## src/rtl/cqr_pkg.sv

```systemverilog
package cqr_pkg;

  // Completion header layout; the generation bit position is decoded by the reader.
  typedef struct packed {
    logic        ooo;
    logic [18:0] qp;
    logic        swgen;
    logic        gen;
    logic [4:0]  status;
    logic        kind;
    logic [3:0]  opc;
  } cq_hdr_t;

  function automatic logic is_send_opc(input logic [3:0] opc);
    return (opc >= 4'd3) && (opc <= 4'd6);
  endfunction

endpackage

```

## src/rtl/cqr_hw_ring.sv

```systemverilog
module cqr_hw_ring #(
  parameter int IDX_W = 3
) (
  input  logic             clk,
  input  logic             rst_n,
  input  logic             push_req,
  input  logic [31:0]      push_hdr,
  input  logic             pop_en,
  output logic             head_vld,
  output logic [31:0]      head_hdr,
  output logic             empty,
  output logic             full,
  output logic [IDX_W:0]   count,
  output logic [IDX_W:0]   free
);
  import cqr_pkg::*;

  localparam int DEPTH = 1 << IDX_W;
  localparam int PTR_W = IDX_W + 1;

  logic [PTR_W-1:0] wptr_q, wptr_d, rptr_q, rptr_d, occ;
  logic [DEPTH-1:0] gen_q, gen_d;
  logic [31:0]      mem [DEPTH];
  logic [IDX_W-1:0] widx, ridx;
  logic             push_ok, pop_ok, wgen, rgen_exp;
  cq_hdr_t          stamped;

  assign widx     = wptr_q[IDX_W-1:0];
  assign ridx     = rptr_q[IDX_W-1:0];
  assign occ      = wptr_q - rptr_q;
  assign empty    = (wptr_q == rptr_q);
  assign full     = occ[IDX_W] && (wptr_q != rptr_q);
  assign count    = occ;
  assign free     = PTR_W'(DEPTH) - occ;
  assign wgen     = ~wptr_q[IDX_W];
  assign rgen_exp = ~rptr_q[IDX_W];
  assign head_vld = (gen_q[ridx] == rgen_exp);
  assign head_hdr = mem[ridx];
  assign push_ok  = push_req && !full;
  assign pop_ok   = pop_en && head_vld;

  always_comb begin
    stamped     = cq_hdr_t'(push_hdr);
    stamped.gen = wgen;
    wptr_d      = wptr_q;
    rptr_d      = rptr_q;
    gen_d       = gen_q;
    if (push_ok) begin
      wptr_d      = wptr_q + PTR_W'(1);
      gen_d[widx] = wgen;
    end
    if (pop_ok) rptr_d = rptr_q + PTR_W'(1);
  end

  always_ff @(posedge clk or negedge rst_n) begin
    if (!rst_n) begin
      wptr_q <= '0;
      rptr_q <= '0;
      gen_q  <= '0;
    end else begin
      wptr_q <= wptr_d;
      rptr_q <= rptr_d;
      gen_q  <= gen_d;
    end
  end

  always_ff @(posedge clk) begin
    if (push_ok) mem[widx] <= stamped;
  end

endmodule

```

## src/rtl/cqr_sw_fifo.sv

```systemverilog
module cqr_sw_fifo #(
  parameter int IDX_W = 2
) (
  input  logic        clk,
  input  logic        rst_n,
  input  logic        push_req,
  input  logic [31:0] push_hdr,
  input  logic        pop_en,
  output logic        push_ok,
  output logic        nonempty,
  output logic [31:0] head_hdr
);
  localparam int DEPTH = 1 << IDX_W;
  localparam int PTR_W = IDX_W + 1;

  logic [PTR_W-1:0] wptr_q, wptr_d, rptr_q, rptr_d, occ;
  logic [31:0]      mem [DEPTH];
  logic             full;

  assign occ      = wptr_q - rptr_q;
  assign full     = occ[IDX_W];
  assign nonempty = (wptr_q != rptr_q);
  assign push_ok  = push_req && !full;
  assign head_hdr = mem[rptr_q[IDX_W-1:0]];

  always_comb begin
    wptr_d = wptr_q;
    rptr_d = rptr_q;
    if (push_ok)             wptr_d = wptr_q + PTR_W'(1);
    if (pop_en && nonempty)  rptr_d = rptr_q + PTR_W'(1);
  end

  always_ff @(posedge clk or negedge rst_n) begin
    if (!rst_n) begin
      wptr_q <= '0;
      rptr_q <= '0;
    end else begin
      wptr_q <= wptr_d;
      rptr_q <= rptr_d;
    end
  end

  always_ff @(posedge clk) begin
    if (push_ok) mem[wptr_q[IDX_W-1:0]] <= push_hdr;
  end

endmodule

```

## src/rtl/cq_gen_ring.sv

```systemverilog
module cq_gen_ring #(
  parameter int IDX_W     = 3,
  parameter int SWQ_IDX_W = 2,
  parameter int OVF_W     = 8
) (
  input  logic               clk,
  input  logic               rst_n,
  input  logic               hw_push_valid,
  input  logic [31:0]        hw_push_hdr,
  input  logic               sw_push_valid,
  input  logic [31:0]        sw_push_hdr,
  input  logic               out_ready,
  output logic               out_valid,
  output logic [31:0]        out_hdr,
  output logic               out_from_sw,
  output logic               out_is_send,
  output logic               hw_empty,
  output logic               hw_full,
  output logic [IDX_W:0]     hw_count,
  output logic [IDX_W:0]     hw_free,
  output logic [OVF_W-1:0]   ovf_count,
  output logic               err_o
);
  import cqr_pkg::*;

  logic        sw_nonempty, sw_push_ok, hw_head_vld, pop_fire, sw_pop, hw_pop;
  logic        hw_drop, sw_drop;
  logic [31:0] sw_head, hw_head;
  logic [OVF_W:0]   ovf_sum;
  logic [OVF_W-1:0] ovf_q, ovf_d;
  logic        err_q, err_d;

  assign out_valid   = sw_nonempty || hw_head_vld;
  assign out_from_sw = sw_nonempty;
  assign out_hdr     = sw_nonempty ? sw_head : hw_head;
  assign out_is_send = is_send_opc(out_hdr[3:0]);
  assign pop_fire    = out_valid && out_ready;
  assign sw_pop      = pop_fire && sw_nonempty;
  assign hw_pop      = pop_fire && !sw_nonempty;

  cqr_hw_ring #(.IDX_W(IDX_W)) ring_i (
    .clk      (clk),
    .rst_n    (rst_n),
    .push_req (hw_push_valid),
    .push_hdr (hw_push_hdr),
    .pop_en   (hw_pop),
    .head_vld (hw_head_vld),
    .head_hdr (hw_head),
    .empty    (hw_empty),
    .full     (hw_full),
    .count    (hw_count),
    .free     (hw_free)
  );

  cqr_sw_fifo #(.IDX_W(SWQ_IDX_W)) swq_i (
    .clk      (clk),
    .rst_n    (rst_n),
    .push_req (sw_push_valid),
    .push_hdr (sw_push_hdr),
    .pop_en   (sw_pop),
    .push_ok  (sw_push_ok),
    .nonempty (sw_nonempty),
    .head_hdr (sw_head)
  );

  assign hw_drop = hw_push_valid && hw_full;
  assign sw_drop = sw_push_valid && !sw_push_ok;

  always_comb begin
    ovf_sum = {1'b0, ovf_q} + (OVF_W+1)'(hw_drop) + (OVF_W+1)'(sw_drop);
    ovf_d   = ovf_sum[OVF_W] ? '1 : ovf_sum[OVF_W-1:0];
    err_d   = err_q || hw_drop || sw_drop;
  end

  always_ff @(posedge clk or negedge rst_n) begin
    if (!rst_n) begin
      ovf_q <= '0;
      err_q <= 1'b0;
    end else begin
      ovf_q <= ovf_d;
      err_q <= err_d;
    end
  end

  assign ovf_count = ovf_q;
  assign err_o     = err_q;

endmodule

```

## config.mk

```make
export PLATFORM = sky130hd
export DESIGN_NAME = cq_gen_ring
export DESIGN_NICKNAME = d
export VERILOG_FILES = /design/src/rtl/cqr_pkg.sv /design/src/rtl/cqr_hw_ring.sv /design/src/rtl/cqr_sw_fifo.sv /design/src/rtl/cq_gen_ring.sv
export SDC_FILE = /design/constraint.sdc
export NUM_CORES = 1
export LEC_CHECK = 0
export CORE_MARGIN = 2
export CORE_UTILIZATION = 50
export CTS_CLUSTER_DIAMETER = 150
export CTS_CLUSTER_SIZE = 12
export DETAILED_ROUTE_END_ITERATION = 7
export PLACE_DENSITY = 0.68
export SKIP_CTS_REPAIR_TIMING = 1
export SYNTH_ARGS = -nofsm -noshare
export SYNTH_HDL_FRONTEND = slang
export SYNTH_SLANG_ARGS = --single-unit
```

## constraint.sdc

```tcl
create_clock -name clk -period 4.82 [get_ports clk]
set_input_delay 1.205 -clock clk [delete_from_list [all_inputs] [get_ports clk]]
set_output_delay 1.205 -clock clk [all_outputs]
set_load 0.05 [all_outputs]
```

==> results of run 1 <==
[stage by stage]
stage / worst slack, ns / cell area [µm²] / util [%]
after floorplan: 0.111 / 16400 / -
after global placement: 1.15 / 18500 / 57.2
after detailed placement: 1.13 / 18500 / 57.2
after CTS: 0.583 / 19600 / 60.6
after global routing: 0.424 / 19600 / 60.6
final: 0.670 / 19600 / 60.6
[area by class of cell]
type	instances	area, µm²	area share [%]
antenna	1	2.50	0.0128
clock buffer	48	1070	5.47
clock inverter	2	23.8	0.121
inverter	22	82.6	0.421
multi-input combinational	365	3820	19.5
sequential	415	12300	62.8
tap	442	553	2.82
timing repair buffer	147	1750	8.94
[worst max-delay path, delay by kind of cell, from the launching register on]
| kind | cells | cell delay, ns |
|---|---|---|
| AOI/OAI and AO/OA | 1 | 0.14 |
| buffers and inverters | 2 | 0.65 |
| DFF | 1 | 0.46 |
| muxes | 1 | 0.58 |
| and+or+nand+nor | 3 | 0.59 |
[metal layers]
layer / track usage [%] / part of all wire (%)
met4: 4.83 / 1.6
met2: 33.4 / 49
met5: 0 / 0.070
met1: 29.5 / 44
met3: 3.89 / 5.7
[Yosys cell counts (13+ instances only)]
cell type  number
dfrtp_1        31
clkbuf_1       18
edfxtp_1      384
nor2_1         46
a31oi_1        29
mux2_1         15
inv_1          18
nand2_1        78
mux4_2         94
ha_1           14
buf_2          14
xnor2_1        13
[logic make-up (layout without fill, tap and decap cells)]
kind of cell | count (synthesis) | after routing | synth area share, %
DFF | 415 | 415 | 75.1
and+or+nand+nor | 162 | 162 | 4.22
muxes | 115 | 115 | 14.4
buffers and inverters | 63 | 219 | 1.71
AOI/OAI and AO/OA | 50 | 50 | 1.95
xor gates and xnor gates | 22 | 22 | 1.22
adders and majority gates | 16 | 16 | 1.31
other | 0 | 1 | 0
[final timing paths]
path                            slack, ns          endpoint              from  cells after the start
worst max-delay path                 0.67       out_is_send  ring_i.rptr_q[0]                      7
max in group asynchronous            2.94  ring_i.rptr_q[0]             rst_n                      2
min in group asynchronous            1.15      ovf_count[6]             rst_n                      1
worst min register to register       0.49   ring_i.gen_q[6]   ring_i.gen_q[6]                      1
worst min-delay path                 0.49   ring_i.gen_q[6]   ring_i.gen_q[6]                      1
worst max register to register       1.38      ovf_count[1]  ring_i.wptr_q[1]                     13
[sequential cells by signal (all words and copies together) (netlist names)]
signal	flops
err_o	1
ovf_count	8
ring_i.gen_q	8
ring_i.mem	256
ring_i.rptr_q	4
ring_i.wptr_q	4
swq_i.mem	128
swq_i.rptr_q	3
swq_i.wptr_q	3
==> flow_summary.yaml, run 1 <==
clocking:
  clockRootBuffer: "clkbuf_16"
  path_clk_slew_ns: 0.06
  insertion_delay_ns: 0.53
  clk_path_buf_depth: 3
  numCtsBuffers: 40
  cts-htree-levels: 2
  clock_sinks: 415
  cts_tree: "yes"
logic_synthesis:
  async_flop_share_pct: 7.47
  ys_seq_area_share_pct: 75.1
  synth-edff-count: 384
  ys_ff_latch: 415
  synthCells: 843
  ys_top_cells_by_area: "edfxtp_1, mux4_2, dfrtp_1, nand2_1, a31oi_1"
  synthesis.area_um2: 16400
  yosysWarnings: 0
  synth_nets: 928
  synth_top_cell_by_area: "edfxtp_1"
  synth_flop_cell: "edfxtp_1"
  synth_top_area_share_pct: 70.4
  syn_area_per_cell_um2: 19.4
  ys_types: 43
sta:
  finalMaxSlewViolations: 0
  rsz0062_at_grt: "false"
  fin_crit_sh_pct: 86.1
  fin_crit_ns: 4.15
  clock_skew_ns: 0.0128
  hold_viol_final: 0
  max_freq_mhz: 241
  worst-slew-pin-transition_ns: 1.10
  final.setup.tns_ns: 0
  setup_viol: 0
  whs_ns: 0.492
  slew_headroom_pct: 26.6
flow_run:
  cap_viol_max_count: 0
floorplan:
  core_um2: 32400
  start_util_pct: 50.6
  dieArea_um2: 34200
  die_y_um: 185
  die_w_um: 185
  ios: 123
  rows: 66
layout:
  drive_gt1_share_pct: 22.6
  layout.cells.most_common_list: "edfxtp_1, mux4_2, clkdlybuf4s50_1, nand2_1, nor2_1"
  layout_commonest_cell: "edfxtp_1"
  fillCellCount: 2326
  syn_to_final_growth_pct: 19.8
  layout.cells.non_filler: 1442
  fin_nets: 1076
drt:
  wl_per_cell_um: 23.6
  postRouteWirelength_um: 34000
  avgViaCountPerCell: 5.75
  dr.pass1.iters: 5
  ant_nets: 0
  drtIter0Drc: 780
  drcViolationCount: 0
  vias: 8287
worst_setup_path:
  crit_chain: "buf_4 -> mux4_2 -> nor2_1 -> o31ai_2 -> and3_1 -> nor3_2 -> buf_12"
  crit_type: "reg -> out"
  cp.required_ns: 3.62
  critPathMaxFanout: 28
  critPathCaptureType: "output port"
  arrival_ns: 2.95
  cp-start-kind: "flip-flop"
  max_stage_delay_ns: 0.58
  crit_slowest_cell: "mux4_2"
place:
  globalplace.congestion: 0.715
  port_buffers: 121
  dpl.hpwl_um: 19600
  post-place-cells: 1391
grt:
  grt_max_degree: 38
  gr-total-overflow: 0
  grt_pass1_vias: 8467
  grt_pass1_wl_um: 51700
  antenna_found_initial: 3
  grtUsageTotal_pct: 20.6
min_path:
  hp-class: "reg -> reg"
status:
  status: "finished clean"
Power of run 1 is left out: the tool's default activity adds up to more than one toggle a clock period on the data nets, which glitch-free logic cannot reach.
==> run 2: changes to the inputs <==
--- a/config.mk
+++ b/config.mk
@@ -11,6 +11,7 @@
 export CTS_CLUSTER_SIZE = 12
 export DETAILED_ROUTE_END_ITERATION = 7
 export PLACE_DENSITY = 0.68
+export REMOVE_ABC_BUFFERS = 1
 export SKIP_CTS_REPAIR_TIMING = 1
 export SYNTH_ARGS = -nofsm -noshare
 export SYNTH_HDL_FRONTEND = slang
==> constraint.sdc (replaced) <==
create_clock -name clk -period 4.82 [get_ports clk]
set_input_delay 0.482 -clock clk [delete_from_list [all_inputs] [get_ports clk]]
set_output_delay 0.482 -clock clk [all_outputs]
set_load 0.05 [all_outputs]
==> run 2 against run 1 <==
Critical endpoint is now out_hdr[20]. Clock skew is 0.0047 ns higher. Routed wire length is 2.9% lower. Die area stayed put. Flip-flop and latch count stayed put. Register-to-register slack worse by 0.03 ns. Via count is 1.9% lower. Non-clock buffer count is 7 lower. Final area is 2.4% lower. Setup slack better by 0.036 ns. Highest routed layer unchanged.
==> flow_summary.yaml, run 2 (synthesis results as in run 1) <==
sta:
  finalMaxSlewViolations: 0
  fin_crit_ns: 4.11
  slew_headroom_pct: 29.4
  worst-slew-pin-transition_ns: 1.06
  max_freq_mhz: 243
  fin_crit_sh_pct: 85.4
  clock_skew_ns: 0.0175
  rsz0062_at_grt: "false"
  layout_setup_ws_ns: 0.705
  setup_viol: 0
  hold_viol_final: 0
floorplan:
  rows: 66
  ios: 123
  start_util_pct: 50.6
  die_y_um: 185
  dieArea_um2: 34200
  core_um2: 32400
  die_w_um: 185
drt:
  drcViolationCount: 0
  avgViaCountPerCell: 5.67
  wl_per_cell_um: 23.1
  dr.pass1.iters: 5
  drtIter0Drc: 617
  ant_nets: 0
  postRouteWirelength_um: 33100
  vias: 8127
worst_setup_path:
  critPathCaptureType: "output port"
  crit_type: "reg -> out"
  cp-start-kind: "flip-flop"
  cp.required_ns: 4.34
  crit_slowest_cell: "clkdlybuf4s50_1"
  crit_buf_inv: 3
  arrival_ns: 3.63
  cp_top_family: "buffers and inverters"
  critPathMaxFanout: 26
  max_stage_delay_ns: 0.86
  crit_chain: "inv_1 -> ha_1 -> nand2_1 -> nor2_4 -> buf_4 -> nor2_1 -> a31oi_1 -> clkdlybuf4s50_1"
layout:
  largest_register_ffs: 256
  syn_to_final_growth_pct: 16.9
  fillCellCount: 2383
  multi_input_area_um2: 3800
  final_area_um2: 19200
  drive_gt1_share_pct: 18.5
  regMostFlops: "ring_i.mem"
  layout_commonest_cell: "edfxtp_1"
  top_regs: "ring_i.mem x256, swq_i.mem x128"
  regArea_um2: 12300
  layout.cells.most_common_list: "edfxtp_1, clkdlybuf4s50_1, mux4_2, nand2_1, nor2_1"
  fin_nets: 1069
place:
  port_buffers: 121
  placedInstanceArea_um2: 18100
  dpl.hpwl_um: 18300
  globalplace.congestion: 0.724
  preCtsSetupSlack_ns: 1.23
clocking:
  insertion_delay_ns: 0.53
  clock_sinks: 415
  cts-htree-levels: 2
  cts_tree: "yes"
  numCtsBuffers: 40
  clk_path_buf_depth: 3
  clockRootBuffer: "clkbuf_16"
  path_clk_slew_ns: 0.06
grt:
  grt_pass1_wl_um: 49700
  gr-total-overflow: 0
  grt_max_degree: 68
  antenna_found_initial: 2
  grtUsageTotal_pct: 19.7
  grt_pass1_vias: 8310
flow_run:
  cap_viol_max_count: 0
min_path:
  hp-class: "in -> async"
status:
  status: "finished clean"
run 2: cell types whose count changed in the layout (fill, tap and decap cells not counted):
cell | before | now
buf_12 | 36 | 1
clkdlybuf4s50_1 | 80 | 112
buf_4 | 31 | 27
clkbuf_16 | 42 | 40
o31ai_1 | 1 | 3
o31ai_2 | 2 | 0
inv_6 | 0 | 1
nor3_1 | 3 | 4
nor3_2 | 1 | 0
run 2: final cells by class:
type	instances	area share (%)
clock buffer	46	5.34
timing repair buffer	140	7.02
tap	442	2.89
antenna	1	0.0131
clock inverter	3	0.170
multi-input combinational	365	19.8
sequential	415	64.3
inverter	22	0.431
run 2: per-layer routing:
metal	share of wire (%)	vias to the layer above	wire, µm	track usage (%)
met2	48	264	16000	32.1
met3	6.4	47	2120	3.52
li1	-	3607	-	-
met5	0.033	-	11	0
met1	43	4207	14300	28.2
met4	1.8	2	608	4.38
run 2: path summary, 6_finish.rpt:
check | start | end | slack (ns) | cells after the start
min in group clk | ring_i.gen_q[4] | ring_i.gen_q[4] | 0.49 | 1
setup / recovery | swq_i.wptr_q[0] | out_hdr[20] | 0.71 | 8
hold reg to reg | ring_i.gen_q[4] | ring_i.gen_q[4] | 0.49 | 1
hold / removal | rst_n | ring_i.wptr_q[1] | 0.35 | 2
setup reg to reg | ring_i.wptr_q[1] | ovf_count[1] | 1.35 | 13
max in group asynchronous | rst_n | ring_i.rptr_q[0] | 4.13 | 2
run 2: through the flow:
stage / setup TNS (ns) / std cells / util [%] / hold slack (ns)
finish: 0 / 1434 / 59.2 / 0.348
global route: 0 / 1433 / 59.2 / 0.394
CTS: 0 / 1433 / 59.2 / 0.355
detailed placement: 0 / 1384 / 55.9 / 0.480
global placement: 0 / 1384 / 55.9 / 0.474
floorplan: -145.28 / 802 / - / 0.186
run 2: worst register-to-register path, delay by kind of cell (launching register included):
family	cells	cell delay [ns]
and+or+nand+nor	8	1.78
AOI/OAI and AO/OA	1	0.18
DFF	1	0.46
adders and majority gates	3	0.90
buffers and inverters	1	0.08
Power of run 2 is left out for the same reason.
